### src/rtl/burst_seq_pkg.sv
package burst_seq_pkg;
  typedef enum logic [2:0] {
    LEN_1    = 3'b000,
    LEN_2    = 3'b001,
    LEN_4    = 3'b010,
    LEN_8    = 3'b011,
    LEN_PAGE = 3'b111
  } len_code_e;

  function automatic logic len_legal(input logic [2:0] code, input logic ilv);
    case (code)
      LEN_1, LEN_2, LEN_4, LEN_8: len_legal = 1'b1;
      LEN_PAGE:                   len_legal = !ilv;
      default:                    len_legal = 1'b0;
    endcase
  endfunction
endpackage

### src/rtl/bseq_mode_ctl.sv
module bseq_mode_ctl #(
  parameter int MODE_W    = 11,
  parameter int GUARD_CYC = 2
) (
  input  logic              clk_i,
  input  logic              rst_ni,
  input  logic              load_i,
  input  logic [MODE_W-1:0] val_i,
  input  logic              idle_i,
  output logic [2:0]        len_o,
  output logic              ilv_o,
  output logic              busy_o,
  output logic              err_o
);
  import burst_seq_pkg::*;
  localparam int GW = $clog2(GUARD_CYC + 1);

  logic [2:0]    len_q;
  logic          ilv_q;
  logic [GW-1:0] guard_q;
  logic          err_q;
  logic          legal;
  logic          unused_hi;

  assign legal     = len_legal(val_i[2:0], val_i[3]);
  assign unused_hi = ^val_i[MODE_W-1:4];

  always_ff @(posedge clk_i or negedge rst_ni) begin
    if (!rst_ni) begin
      len_q   <= LEN_1;
      ilv_q   <= 1'b0;
      guard_q <= '0;
      err_q   <= 1'b0;
    end else begin
      if (guard_q != '0) guard_q <= guard_q - 1'b1;
      if (load_i && guard_q == '0) begin
        if (idle_i && legal) begin
          len_q   <= val_i[2:0];
          ilv_q   <= val_i[3];
          guard_q <= GW'(GUARD_CYC);
          err_q   <= 1'b0;
        end else begin
          err_q <= 1'b1;
        end
      end
    end
  end

  assign len_o  = len_q;
  assign ilv_o  = ilv_q;
  assign busy_o = (guard_q != '0);
  assign err_o  = err_q;

  p_busy_keep_r3: assert property (@(posedge clk_i) disable iff (!rst_ni)
    (load_i && !idle_i) |=> ($stable(len_q) && $stable(ilv_q)));
  p_illegal_err_r4: assert property (@(posedge clk_i) disable iff (!rst_ni)
    (load_i && !busy_o && !legal) |=> (err_q && $stable(len_q) && $stable(ilv_q)));
  p_guard_ignore_r5: assert property (@(posedge clk_i) disable iff (!rst_ni)
    busy_o |=> ($stable(len_q) && $stable(ilv_q) && $stable(err_q)));
  p_legal_stored_r4: assert property (@(posedge clk_i) disable iff (!rst_ni)
    1'b1 |-> len_legal(len_q, ilv_q));
endmodule

### src/rtl/bseq_col_gen.sv
module bseq_col_gen #(
  parameter int COL_W = 8
) (
  input  logic             clk_i,
  input  logic             rst_ni,
  input  logic             start_i,
  input  logic [COL_W-1:0] col_i,
  input  logic [2:0]       len_i,
  input  logic             ilv_i,
  input  logic             term_i,
  output logic [COL_W-1:0] col_o,
  output logic             valid_o,
  output logic             done_o
);
  import burst_seq_pkg::*;

  logic             active_q, ilv_q, page_q;
  logic [COL_W-1:0] base_q, cnt_q, mask_q, mask_n;
  logic [COL_W-1:0] low;
  logic             last;

  always_comb begin
    case (len_i)
      LEN_2:   mask_n = COL_W'(1);
      LEN_4:   mask_n = COL_W'(3);
      LEN_8:   mask_n = COL_W'(7);
      LEN_PAGE: mask_n = '1;
      default: mask_n = '0;
    endcase
  end

  always_ff @(posedge clk_i or negedge rst_ni) begin
    if (!rst_ni) begin
      active_q <= 1'b0;
      ilv_q    <= 1'b0;
      page_q   <= 1'b0;
      base_q   <= '0;
      cnt_q    <= '0;
      mask_q   <= '0;
    end else if (start_i) begin
      active_q <= 1'b1;
      ilv_q    <= ilv_i;
      page_q   <= (len_i == LEN_PAGE);
      base_q   <= col_i;
      cnt_q    <= '0;
      mask_q   <= mask_n;
    end else if (active_q) begin
      if (done_o) active_q <= 1'b0;
      cnt_q <= cnt_q + 1'b1;
    end
  end

  // low bits step inside the aligned block; upper bits fixed from start column
  assign low     = ilv_q ? ((base_q ^ cnt_q) & mask_q) : ((base_q + cnt_q) & mask_q);
  assign col_o   = (base_q & ~mask_q) | low;
  assign last    = !page_q && (cnt_q == mask_q);
  assign valid_o = active_q;
  assign done_o  = active_q && (term_i || last);

  p_done_valid_r10: assert property (@(posedge clk_i) disable iff (!rst_ni)
    done_o |-> valid_o);
  p_term_ends_r9: assert property (@(posedge clk_i) disable iff (!rst_ni)
    (done_o && !start_i) |=> !valid_o);
  p_page_step_r8: assert property (@(posedge clk_i) disable iff (!rst_ni)
    (valid_o && page_q && !term_i && !start_i) |=> (col_o == $past(col_o) + 1'b1));
  p_block_fixed_r6: assert property (@(posedge clk_i) disable iff (!rst_ni)
    (valid_o && !done_o && !start_i) |=> ((col_o & ~mask_q) == $past(col_o & ~mask_q)));
endmodule

### src/rtl/burst_col_seq.sv
module burst_col_seq #(
  parameter int COL_W     = 8,
  parameter int MODE_W    = 11,
  parameter int GUARD_CYC = 2
) (
  input  logic              clk_i,
  input  logic              rst_ni,
  input  logic              mode_load_i,
  input  logic [MODE_W-1:0] mode_val_i,
  input  logic              banks_idle_i,
  input  logic              start_i,
  input  logic [COL_W-1:0]  start_col_i,
  input  logic              term_i,
  output logic [COL_W-1:0]  col_o,
  output logic              col_valid_o,
  output logic              burst_done_o,
  output logic              load_err_o
);
  logic [2:0] len;
  logic       ilv, busy, start_ok;

  bseq_mode_ctl #(.MODE_W(MODE_W), .GUARD_CYC(GUARD_CYC)) u_mode (
    .clk_i  (clk_i),
    .rst_ni (rst_ni),
    .load_i (mode_load_i),
    .val_i  (mode_val_i),
    .idle_i (banks_idle_i),
    .len_o  (len),
    .ilv_o  (ilv),
    .busy_o (busy),
    .err_o  (load_err_o)
  );

  assign start_ok = start_i && !busy;

  bseq_col_gen #(.COL_W(COL_W)) u_gen (
    .clk_i   (clk_i),
    .rst_ni  (rst_ni),
    .start_i (start_ok),
    .col_i   (start_col_i),
    .len_i   (len),
    .ilv_i   (ilv),
    .term_i  (term_i),
    .col_o   (col_o),
    .valid_o (col_valid_o),
    .done_o  (burst_done_o)
  );

  p_guard_no_start_r5: assert property (@(posedge clk_i) disable iff (!rst_ni)
    (start_i && busy && !col_valid_o) |=> !col_valid_o);
endmodule

### config.mk
export PLATFORM = sky130hd
export DESIGN_NAME = burst_col_seq
export DESIGN_NICKNAME = d
export VERILOG_FILES = /design/src/rtl/burst_seq_pkg.sv /design/src/rtl/bseq_mode_ctl.sv /design/src/rtl/bseq_col_gen.sv /design/src/rtl/burst_col_seq.sv
export SDC_FILE = /design/constraint.sdc
export NUM_CORES = 1
export LEC_CHECK = 0
export BUFFER_PORTS_ARGS = -buffer_cell sky130_fd_sc_hd__buf_2
export CAP_MARGIN = 25
export CORE_ASPECT_RATIO = 1.5
export CORE_MARGIN = 2
export CORE_UTILIZATION = 48
export CTS_CLUSTER_DIAMETER = 150
export DETAILED_ROUTE_END_ITERATION = 8
export GPL_TIMING_DRIVEN = 0
export PLACE_DENSITY = 0.8
export SLEW_MARGIN = 20
export SYNTH_ARGS = -nofsm -noshare
export SYNTH_HDL_FRONTEND = slang
export SYNTH_SLANG_ARGS = --single-unit
### constraint.sdc
create_clock -name clk_i -period 2.8 [get_ports clk_i]
set_clock_uncertainty 0.2 [all_clocks]
set_input_delay 0.56 -clock clk_i [delete_from_list [all_inputs] [get_ports clk_i]]
set_output_delay 0.56 -clock clk_i [all_outputs]
set_load 0.01 [all_outputs]
==> results.py <==
metrics = {
    "route": {
        "drcViolationCount": 0,
        "dr.pass1.iters": 4,
        "wl_mm": 3.92,
        "num_vias": 1450,
        "routedWlPerCell_um": 14.3,
        "ant_nets": 0,
        "drt-initial-drc-count": 44,
        "via_per_inst": 5.31,
    },
    "setup_path": {
        "critPathRequiredTime_ps": 2040,
        "cp-end-kind": "output pin",
        "r2r-end": "u_mode.len_o[1]",
        "ff2ff_setup_slack_ps": 900,
        "cp-start-kind": "flop",
        "crit_fanout": 3,
        "crit_arrival_ps": 2280,
        "reg2regPathDepth": 4,
        "critPathKind": "reg -> out",
        "r2r_start": "u_mode.guard_q[1]",
    },
    "final_layout": {
        "final_layout_size_suffix_gt1_frac": 0.325,
        "fillers": 271,
        "layout.nets": 264,
        "finalNonFillerCells": 273,
        "fin_area_um2": 2140,
        "area_growth_pct": 30.6,
        "diodes": 0,
        "final_core_util": 0.640,
    },
    "clock_tree": {
        "clk_pin_slew_ps": 60,
        "ctsHoldBuffers": 0,
        "tritoncts": "built",
        "numCtsBuffers": 5,
        "root_buffer": "clkbuf_8",
        "clock_path_buffers": 2,
        "clock_sinks": 29,
        "clk_latency_ps": 290,
        "cts_max_level": 2,
    },
    "job": {
        "max_cap_viol_count": 0,
    },
    "synthesis": {
        "yosys-top-cells-area": "dfrtp_1 44%, nand2_1 10%, ha_1 6.1%",
        "ys_ff_latch": 29,
        "synthCells": 186,
        "yosysUniqueCellTypes": 34,
        "yosysMostFrequentCell": "nand2_1",
        "yosys_warnings": 0,
        "syn_area_um2": 1640,
        "syn_nets": 220,
        "avgSynthCellArea_um2": 8.83,
        "yosysTopAreaCell": "dfrtp_1",
        "yosysTopAreaCellShare": 0.442,
        "synth_edf_count": 0,
        "synth_common_cells": "44 x nand2_1, 29 x dfrtp_1, 20 x nor2_1, 10 x a21oi_1, 10 x o21ai_0",
        "ys_seq_area_frac": 0.442,
        "synth_flop_cell": "dfrtp_1",
        "synthArstFlopShare": 1.00,
    },
    "hold_path": {
        "hold_class": "in -> async",
    },
    "sta": {
        "fin_setup_tns_ps": -492,
        "final_max_slew_viol_count": 0,
        "finalWorstSetupSlack_ps": -237,
        "setup_viol": 3,
        "hold_viol": 0,
        "period_needed_ps": 3040,
        "post-route-period-util": 1.08,
        "tightest_slew_ps": 650,
        "fmax_mhz": 329,
        "rsz0062_at_grt": "true",
        "slew_headroom": 0.566,
        "hold_slack_ps": 90.3,
    },
    "placement": {
        "dp.cells": 256,
        "gp_congestion": 0.832,
        "hpwlAfterDp_mm": 2.49,
        "place_area_um2": 1830,
        "portBuffers": 28,
    },
    "pwr": {
        "powerDensity_nw_per_um2": 712,
        "vdd_ir_drop_max_mv": 0.395,
        "p_leak_uw": 0.000996,
    },
    "grt": {
        "grt.total_usage": 0.217,
        "antenna_found_initial": 0,
        "grt_pass1_wl_mm": 6.09,
        "overflow": 0,
        "grt_max_degree": 30,
        "grt_pass1_vias": 1319,
    },
    "floorplan": {
        "rows": 26,
        "die_area_um2": 3910,
        "dieWidth_um": 51.8,
        "start_util": 0.490,
        "core-area_um2": 3350,
        "io_pins": 36,
        "fp.dieH_um": 75.6,
    },
    "outcome": {
        "violations": "setup timing",
        "status": "finished, violations left",
    },
}
-- cell usage in the layout (no fill, tap or decap), types with 3 or more instances in the layout --
| master | count |
|---|---|
| mux2_2 | 4 |
| a21oi_1 | 10 |
| inv_1 | 7 |
| buf_4 | 9 |
| dfrtp_1 | 25 |
| nor2_1 | 20 |
| xnor2_1 | 5 |
| ha_4 | 6 |
| a31oi_1 | 3 |
| clkbuf_8 | 5 |
| nand2_1 | 44 |
| dfrtp_2 | 4 |
| xor2_1 | 7 |
| o21ai_0 | 8 |
| clkbuf_1 | 4 |
| buf_2 | 28 |
| nand4_1 | 3 |
-- flip-flops by register name, summed over array words and instances, names as in the netlist --
signal and count:
u_gen.cnt_q 8, u_gen.base_q 8, u_mode.len_o 3, u_mode.ilv_o 1, u_mode.err_o 1, u_gen.mask_q 4
u_gen.ilv_q 1, u_gen.valid_o 1, u_mode.guard_q 2
-- power by group --
| part | total (uW) | switching, uW | leakage [uW] | internal [uW] |
|---|---|---|---|---|
| combinational | 606 | 312 | 0.000589 | 294 |
| clock | 342 | 171 | 0.0000439 | 171 |
| sequential | 580 | 82.2 | 0.000363 | 497 |
-- per-layer routing --
metal | share of wire | global-route usage | vias up
li1 | - | - | 718
met1 | 0.38 | 0.237 | 688
met2 | 0.55 | 0.389 | 36
met3 | 0.038 | 0.0451 | 8
met4 | 0.027 | 0.123 | 0
met5 | 0 | 0 | -
-- worst max-delay path by stage --
stage | start | to | slack [ps] | depth (start not counted)
after floorplan | u_gen.cnt_q[0] | col_o[6] | 20 | 8
after CTS | u_gen.base_q[0] | col_o[6] | -250 | 9
final | u_gen.base_q[0] | col_o[6] | -240 | 9
after global routing | u_gen.base_q[0] | col_o[6] | -290 | 9
after global placement | u_gen.cnt_q[0] | col_o[6] | -250 | 9
after detailed placement | u_gen.cnt_q[0] | col_o[6] | -250 | 9
-- critical path: stages, from the launching register on --
cell,delay (ps)
dfrtp_1,420
ha_4,160
inv_2,30
fa_2,340
nand2b_4,150
a211oi_2,240
a31oi_1,140
xnor2_1,140
mux2_4,260
buf_6,120
-- stage by stage --
step / setup slack, ps / power (uW)
after floorplan: 22.9 / 886
after global placement: -251 / 1020
after detailed placement: -251 / 1040
after CTS: -249 / 1480
after global routing: -293 / 1610
final: -237 / 1530
-- what timing repair did --
item | in CTS | in global routing
setup buffers | 6 | 4
pin swaps | 10 | 6
gates resized for setup | 21 | 6
endpoints found under the hold margin | 0 | 0
endpoints found under the setup margin | 4 | 4
-- logic make-up after synthesis --
kind of cell,share of synthesized area
AOI/OAI and AO/OA,0.128
xor gates and xnor gates,0.0694
adders and majority gates,0.0732
buffers and inverters,0.0335
DFF,0.442
muxes,0.0404
and+or+nand+nor,0.213
-- final cells by class --
type | count | area (um^2) | area share
clock buffers | 5 | 68.8 | 0.0321
plain buffers | 6 | 25.0 | 0.0117
inverters | 8 | 30.0 | 0.0140
multi-input cells | 143 | 1000 | 0.466
flip-flops and latches | 29 | 731 | 0.341
repair buffers | 37 | 220 | 0.103
clock inverters | 3 | 17.5 | 0.00817
well taps | 42 | 52.6 | 0.0245
No activity file was read; power rests on OpenSTA's default activity.
